$ cat config.mk
export PLATFORM = sky130hd
export DESIGN_NAME = chaos_chip_gen
export DESIGN_NICKNAME = d
export VERILOG_FILES = /design/src/rtl/chaos_pkg.sv /design/src/rtl/chaos_cell.sv /design/src/rtl/chaos_seed_loader.sv /design/src/rtl/chaos_chip_gen.sv
export SDC_FILE = /design/constraint.sdc
export NUM_CORES = 1
export LEC_CHECK = 0
export ABC_AREA = 1
export BUFFER_PORTS_ARGS = -buffer_cell sky130_fd_sc_hd__buf_4
export CORE_ASPECT_RATIO = 0.7
export CORE_MARGIN = 8
export CORE_UTILIZATION = 40
export CTS_CLUSTER_SIZE = 30
export DETAILED_ROUTE_END_ITERATION = 10
export GPL_TIMING_DRIVEN = 0
export PLACE_DENSITY = 0.55
export SYNTH_ARGS = -nofsm -noshare
export SYNTH_HDL_FRONTEND = slang
export SYNTH_SLANG_ARGS = --single-unit
export TNS_END_PERCENT = 50
$ cat constraint.sdc
create_clock -name clk -period 1.6 [get_ports clk]
set_input_delay 0 -clock clk [delete_from_list [all_inputs] [get_ports clk]]
set_output_delay 0 -clock clk [all_outputs]
set_load 0.01 [all_outputs]
$ cat src/rtl/chaos_pkg.sv
package chaos_pkg;
  localparam int DEF_CELLS = 4;
  localparam int DEF_WIDTH = 8;

  // Lowest select bit picks which register of a cell is addressed
  typedef enum logic {
    ROLE_UPPER = 1'b0,
    ROLE_LOWER = 1'b1
  } reg_role_e;
endpackage

$ cat src/rtl/chaos_cell.sv
module chaos_cell #(
  parameter int WIDTH = 8
) (
  input  logic             clk,
  input  logic             rst,
  input  logic             step_i,
  input  logic             we_up_i,
  input  logic             we_lo_i,
  input  logic [WIDTH-1:0] seed_i,
  input  logic [WIDTH-1:0] up_src_i,
  input  logic             lo_in_i,
  output logic [WIDTH-1:0] up_o,
  output logic [WIDTH-1:0] lo_o
);
  always_ff @(posedge clk) begin
    if (rst) begin
      up_o <= '0;
      lo_o <= '0;
    end else begin
      if (we_up_i)     up_o <= seed_i;
      else if (step_i) up_o <= up_src_i;
      if (we_lo_i)     lo_o <= seed_i;
      else if (step_i) lo_o <= {lo_o[WIDTH-2:0], lo_in_i};
    end
  end
endmodule

$ cat src/rtl/chaos_seed_loader.sv
module chaos_seed_loader
  import chaos_pkg::*;
#(
  parameter int CELLS = 4,
  parameter int SEL_W = 3
) (
  input  logic             clk,
  input  logic             rst,
  input  logic             load_i,
  input  logic [SEL_W-1:0] sel_i,
  output logic [CELLS-1:0] we_up_o,
  output logic [CELLS-1:0] we_lo_o,
  output logic             ready_o
);
  localparam int REGS = 2 * CELLS;

  logic            load_q;
  logic [REGS-1:0] seen;
  logic [REGS-1:0] hit;
  reg_role_e       role;

  assign role = reg_role_e'(sel_i[0]);
  assign hit  = {{(REGS-1){1'b0}}, 1'b1} << sel_i;

  always_comb begin
    for (int c = 0; c < CELLS; c++) begin
      we_up_o[c] = load_i && (role == ROLE_UPPER) && (int'(sel_i >> 1) == c);
      we_lo_o[c] = load_i && (role == ROLE_LOWER) && (int'(sel_i >> 1) == c);
    end
  end

  always_ff @(posedge clk) begin
    if (rst) begin
      load_q  <= 1'b0;
      seen    <= '0;
      ready_o <= 1'b0;
    end else begin
      load_q <= load_i;
      if (load_i) begin
        ready_o <= 1'b0;
        seen    <= (load_q ? seen : '0) | hit;
      end else begin
        ready_o <= &seen;
      end
    end
  end
endmodule

$ cat src/rtl/chaos_chip_gen.sv
module chaos_chip_gen
  import chaos_pkg::*;
#(
  parameter int CELLS = DEF_CELLS,
  parameter int WIDTH = DEF_WIDTH,
  parameter int SEL_W = $clog2(2 * CELLS)
) (
  input  logic             clk,
  input  logic             rst,
  input  logic             load_i,
  input  logic [SEL_W-1:0] sel_i,
  input  logic [WIDTH-1:0] seed_i,
  input  logic             run_i,
  output logic             ready_o,
  output logic             chip_o,
  output logic             chip_vld_o,
  output logic [WIDTH-1:0] tap_o
);
  logic [CELLS-1:0] we_up, we_lo;
  logic [WIDTH-1:0] up   [CELLS];
  logic [WIDTH-1:0] lo   [CELLS];
  logic [WIDTH-1:0] mix  [CELLS];
  logic [WIDTH-1:0] usrc [CELLS];
  logic [CELLS-1:0] lin;
  logic             step;
  logic             fb_chip;

  assign step    = run_i && !load_i;
  assign fb_chip = ^mix[CELLS-1];
  assign tap_o   = mix[CELLS-1];

  chaos_seed_loader #(.CELLS(CELLS), .SEL_W(SEL_W)) u_loader (
    .clk     (clk),
    .rst     (rst),
    .load_i  (load_i),
    .sel_i   (sel_i),
    .we_up_o (we_up),
    .we_lo_o (we_lo),
    .ready_o (ready_o)
  );

  for (genvar c = 0; c < CELLS; c++) begin : g_cell
    assign mix[c] = up[c] ^ lo[c];

    if (c == 0) begin : g_head
      assign usrc[c] = {up[c][WIDTH-2:0], fb_chip};
    end else begin : g_body
      assign usrc[c] = mix[c-1];
    end

    if (c == CELLS - 1) begin : g_tail
      assign lin[c] = fb_chip;
    end else begin : g_link
      assign lin[c] = lo[c+1][WIDTH-1];
    end

    chaos_cell #(.WIDTH(WIDTH)) u_cell (
      .clk      (clk),
      .rst      (rst),
      .step_i   (step),
      .we_up_i  (we_up[c]),
      .we_lo_i  (we_lo[c]),
      .seed_i   (seed_i),
      .up_src_i (usrc[c]),
      .lo_in_i  (lin[c]),
      .up_o     (up[c]),
      .lo_o     (lo[c])
    );
  end

  always_ff @(posedge clk) begin
    if (rst) begin
      chip_o     <= 1'b0;
      chip_vld_o <= 1'b0;
    end else begin
      chip_vld_o <= step;
      if (step) chip_o <= fb_chip;
    end
  end
endmodule

==> impl_metrics.ini <==
[clock_tree]
htreeDepth = 3
clk_latency_ns = 0.33
post_cts_buffers = 0
cts_tree = yes
cts.sinks = 76
clockBufferDepth = 2
clock-root-buffer = clkbuf_16
cts_buffers = 9
path_clk_slew_ns = 0.06

[floorplan]
start_util = 0.4068
rows = 29
io_pins = 26
die_x_um = 129.9
core_sq_um = 8926
fp.dieArea_sq_um = 12430
fp.dieH_um = 95.72

[logic_synthesis]
synth_warnings = 0
synthesis.nets = 525
netlist_area_sq_um = 3631
synth-async-reset-ratio = 0
yosys.cell_count.top_type = nand2_1
ys_types = 26
synth_edf_count = 0
synthFlopType = dfxtp_1
synth-seq-area-share = 0.4190
ys_top_cells_by_area = dfxtp_1 42%, nand2_1 19%, a31oi_1 6.2%
ys_seq_elements = 76
synthTopCellsByCount = 183 x nand2_1, 76 x dfxtp_1, 58 x nor2_1
synth_largest_area_cell = dfxtp_1
synth_area_per_cell_sq_um = 7.120
synthCells = 510
synth_top_cell_area_share = 0.4190

[sta]
period_minus_slack_ns = 1.508
holdWs_ns = 0.06180
worstMarginPinSlew_ns = 0.6670
drv_slew = 0
maxClockFrequency_mhz = 663.0
rsz0062_at_grt = no
hold_viol_final = 0
skew_ns = 0.004399
timing.final.ws_setup_ns = 0.09179
setup_viol = 0
slew_headroom = 0.5554
setup_tns_ns = 0
finalCritPeriodShare = 0.9426

[routing]
drcViolationCount = 0
drtIter0Drc = 286
antenna_left = 0
vias_per_cell = 5.177
postRouteWirelength_um = 10490
detail_route.wl_per_cell_um = 15.34
drtPass1Iterations = 5
via_count = 3541

[cells_and_area]
n_antenna_cell = 0
post-route-util = 0.4906
final_cell_area_sq_um = 4379
drive_above_1_share = 0.1321
num-nets-final = 571
areaGrowthSynthToFinish_pct = 20.61

[grt]
gr-usage-all-layers = 0.1861
grt_max_degree = 12
grt_pass1_vias = 3502
overflow = 0
grt_pass1_wl_um = 17750
antenna_found_initial = 0

[placed_design]
hpwlAfterDp_um = 7814
post-place-ws_ns = 0.07225
portBuffers = 25
placed_cell_area_sq_um = 3974
place.gp.congestion = 0.7968

[worst_setup_path]
critPathCapture = g_cell[2].u_cell.up_o[1]$_SDFFE_PP0P_
reg2reg_to = chip_o$_SDFFE_PP0P_
cp-startpoint = load_i
crit_required_ns = 1.87
r2r_slack_ns = 0.22
r2r_cells = 10
worstPathMaxFanout = 10
r2r_start = g_cell[3].u_cell.up_o[7]$_SDFFE_PP0P_
path_class = in2reg
worstSetupEndpointType = register
cp.arrival_ns = 1.78
startpoint_type = input pin

[min_path]
min_from = sel_i[2]
hold_class = in2reg

[power]
ir_worst_vdd_mv = 0.5112
power_density_nw_per_um2 = 1029
leakagePower_nw = 1.855

[job]
cap_violations = 0

[outcome]
outcome = complete, no violations
## placed cells by master, fill, tap and decap left out, types with 4 or more instances in the layout
| master | count |
|---|---|
| xor2_1 | 23 |
| clkbuf_16 | 9 |
| nand2_1 | 182 |
| o21ai_0 | 14 |
| dfxtp_1 | 75 |
| dlygate4sd3_1 | 10 |
| buf_2 | 5 |
| a221oi_1 | 24 |
| a21oi_1 | 13 |
| inv_1 | 36 |
| clkbuf_1 | 4 |
| a31oi_1 | 36 |
| nand2_2 | 4 |
| nor2_1 | 58 |
| buf_4 | 28 |
| inv_2 | 4 |
| clkbuf_2 | 6 |
| clkbuf_8 | 4 |
## report_power, final
group,internal (mW),switching [mW]
Clock,1.21,0.750
Combinational,0.197,0.336
Sequential,1.96,0.0552
Total,3.36,1.14
## routing by layer
metal	wire length (um)	vias to the layer above	track usage
met5	0	-	0
met4	110	0	0.04620
met3	615	12	0.04759
met2	4416	93	0.2816
met1	5348	1664	0.2596
li1	-	1772	-
## worst max-delay path, cell delays in order
cell,delay [ns]
dlygate4sd3_1,0.53
buf_4,0.15
nor2_4,0.27
clkbuf_1,0.51
a221oi_1,0.20
nor2_1,0.11
## cells by family (layout without fill, tap and decap cells)
kind of cell,after synthesis,count (layout),share of synthesized area
simple gates,257,257,0.2822
compound gates,94,94,0.1716
flops,76,76,0.4190
buf+inv,58,108,0.06685
xor+xnor,25,25,0.06030
## metrics by stage
stage                     total power, mW  instances
after floorplan                     2.363        510
after global placement              2.547        659
after detailed placement            2.558        659
after CTS                           4.527        684
after global routing                4.707        684
final                               4.507        684
## registers in the layout (all words and copies together) (netlist names)
name,count
g_cell.u_cell.lo_o,32
chip_vld_o,1
u_loader.load_q,1
g_cell.u_cell.up_o,32
chip_o,1
u_loader.ready_o,1
u_loader.seen,8
## how the worst min path moves through the flow
| stage | endpoint | slack [ns] | cells after the start |
|---|---|---|---|
| floorplan | u_loader.load_q$_SDFF_PP0_ | 0.16 | 2 |
| global placement | g_cell[0].u_cell.up_o[1]$_SDFFE_PP0P_ | 0.30 | 4 |
| detailed placement | g_cell[0].u_cell.up_o[1]$_SDFFE_PP0P_ | 0.30 | 4 |
| CTS | g_cell[1].u_cell.lo_o[5]$_SDFFE_PP0P_ | 0.05 | 4 |
| global route | g_cell[1].u_cell.lo_o[4]$_SDFFE_PP0P_ | 0.08 | 4 |
| finish | g_cell[1].u_cell.lo_o[5]$_SDFFE_PP0P_ | 0.06 | 4 |
## area by class of cell
cell class / count / area [sq um]
inverter: 40 / 150.1
clock buffer: 14 / 284.0
buffer: 18 / 100.1
clock inverter: 1 / 5.005
fill: 939 / 4547
sequential: 76 / 1523
tap: 124 / 155.1
multi-input combinational: 376 / 1874
timing repair buffer: 35 / 287.8
## repair_timing
action,4_1_cts,5_1_grt
hold buffers,10,0
endpoints found under the hold margin,25,0
endpoints found under the setup margin,0,43
resized for setup,0,15
Note: power is estimated with default switching activity, not from simulation.
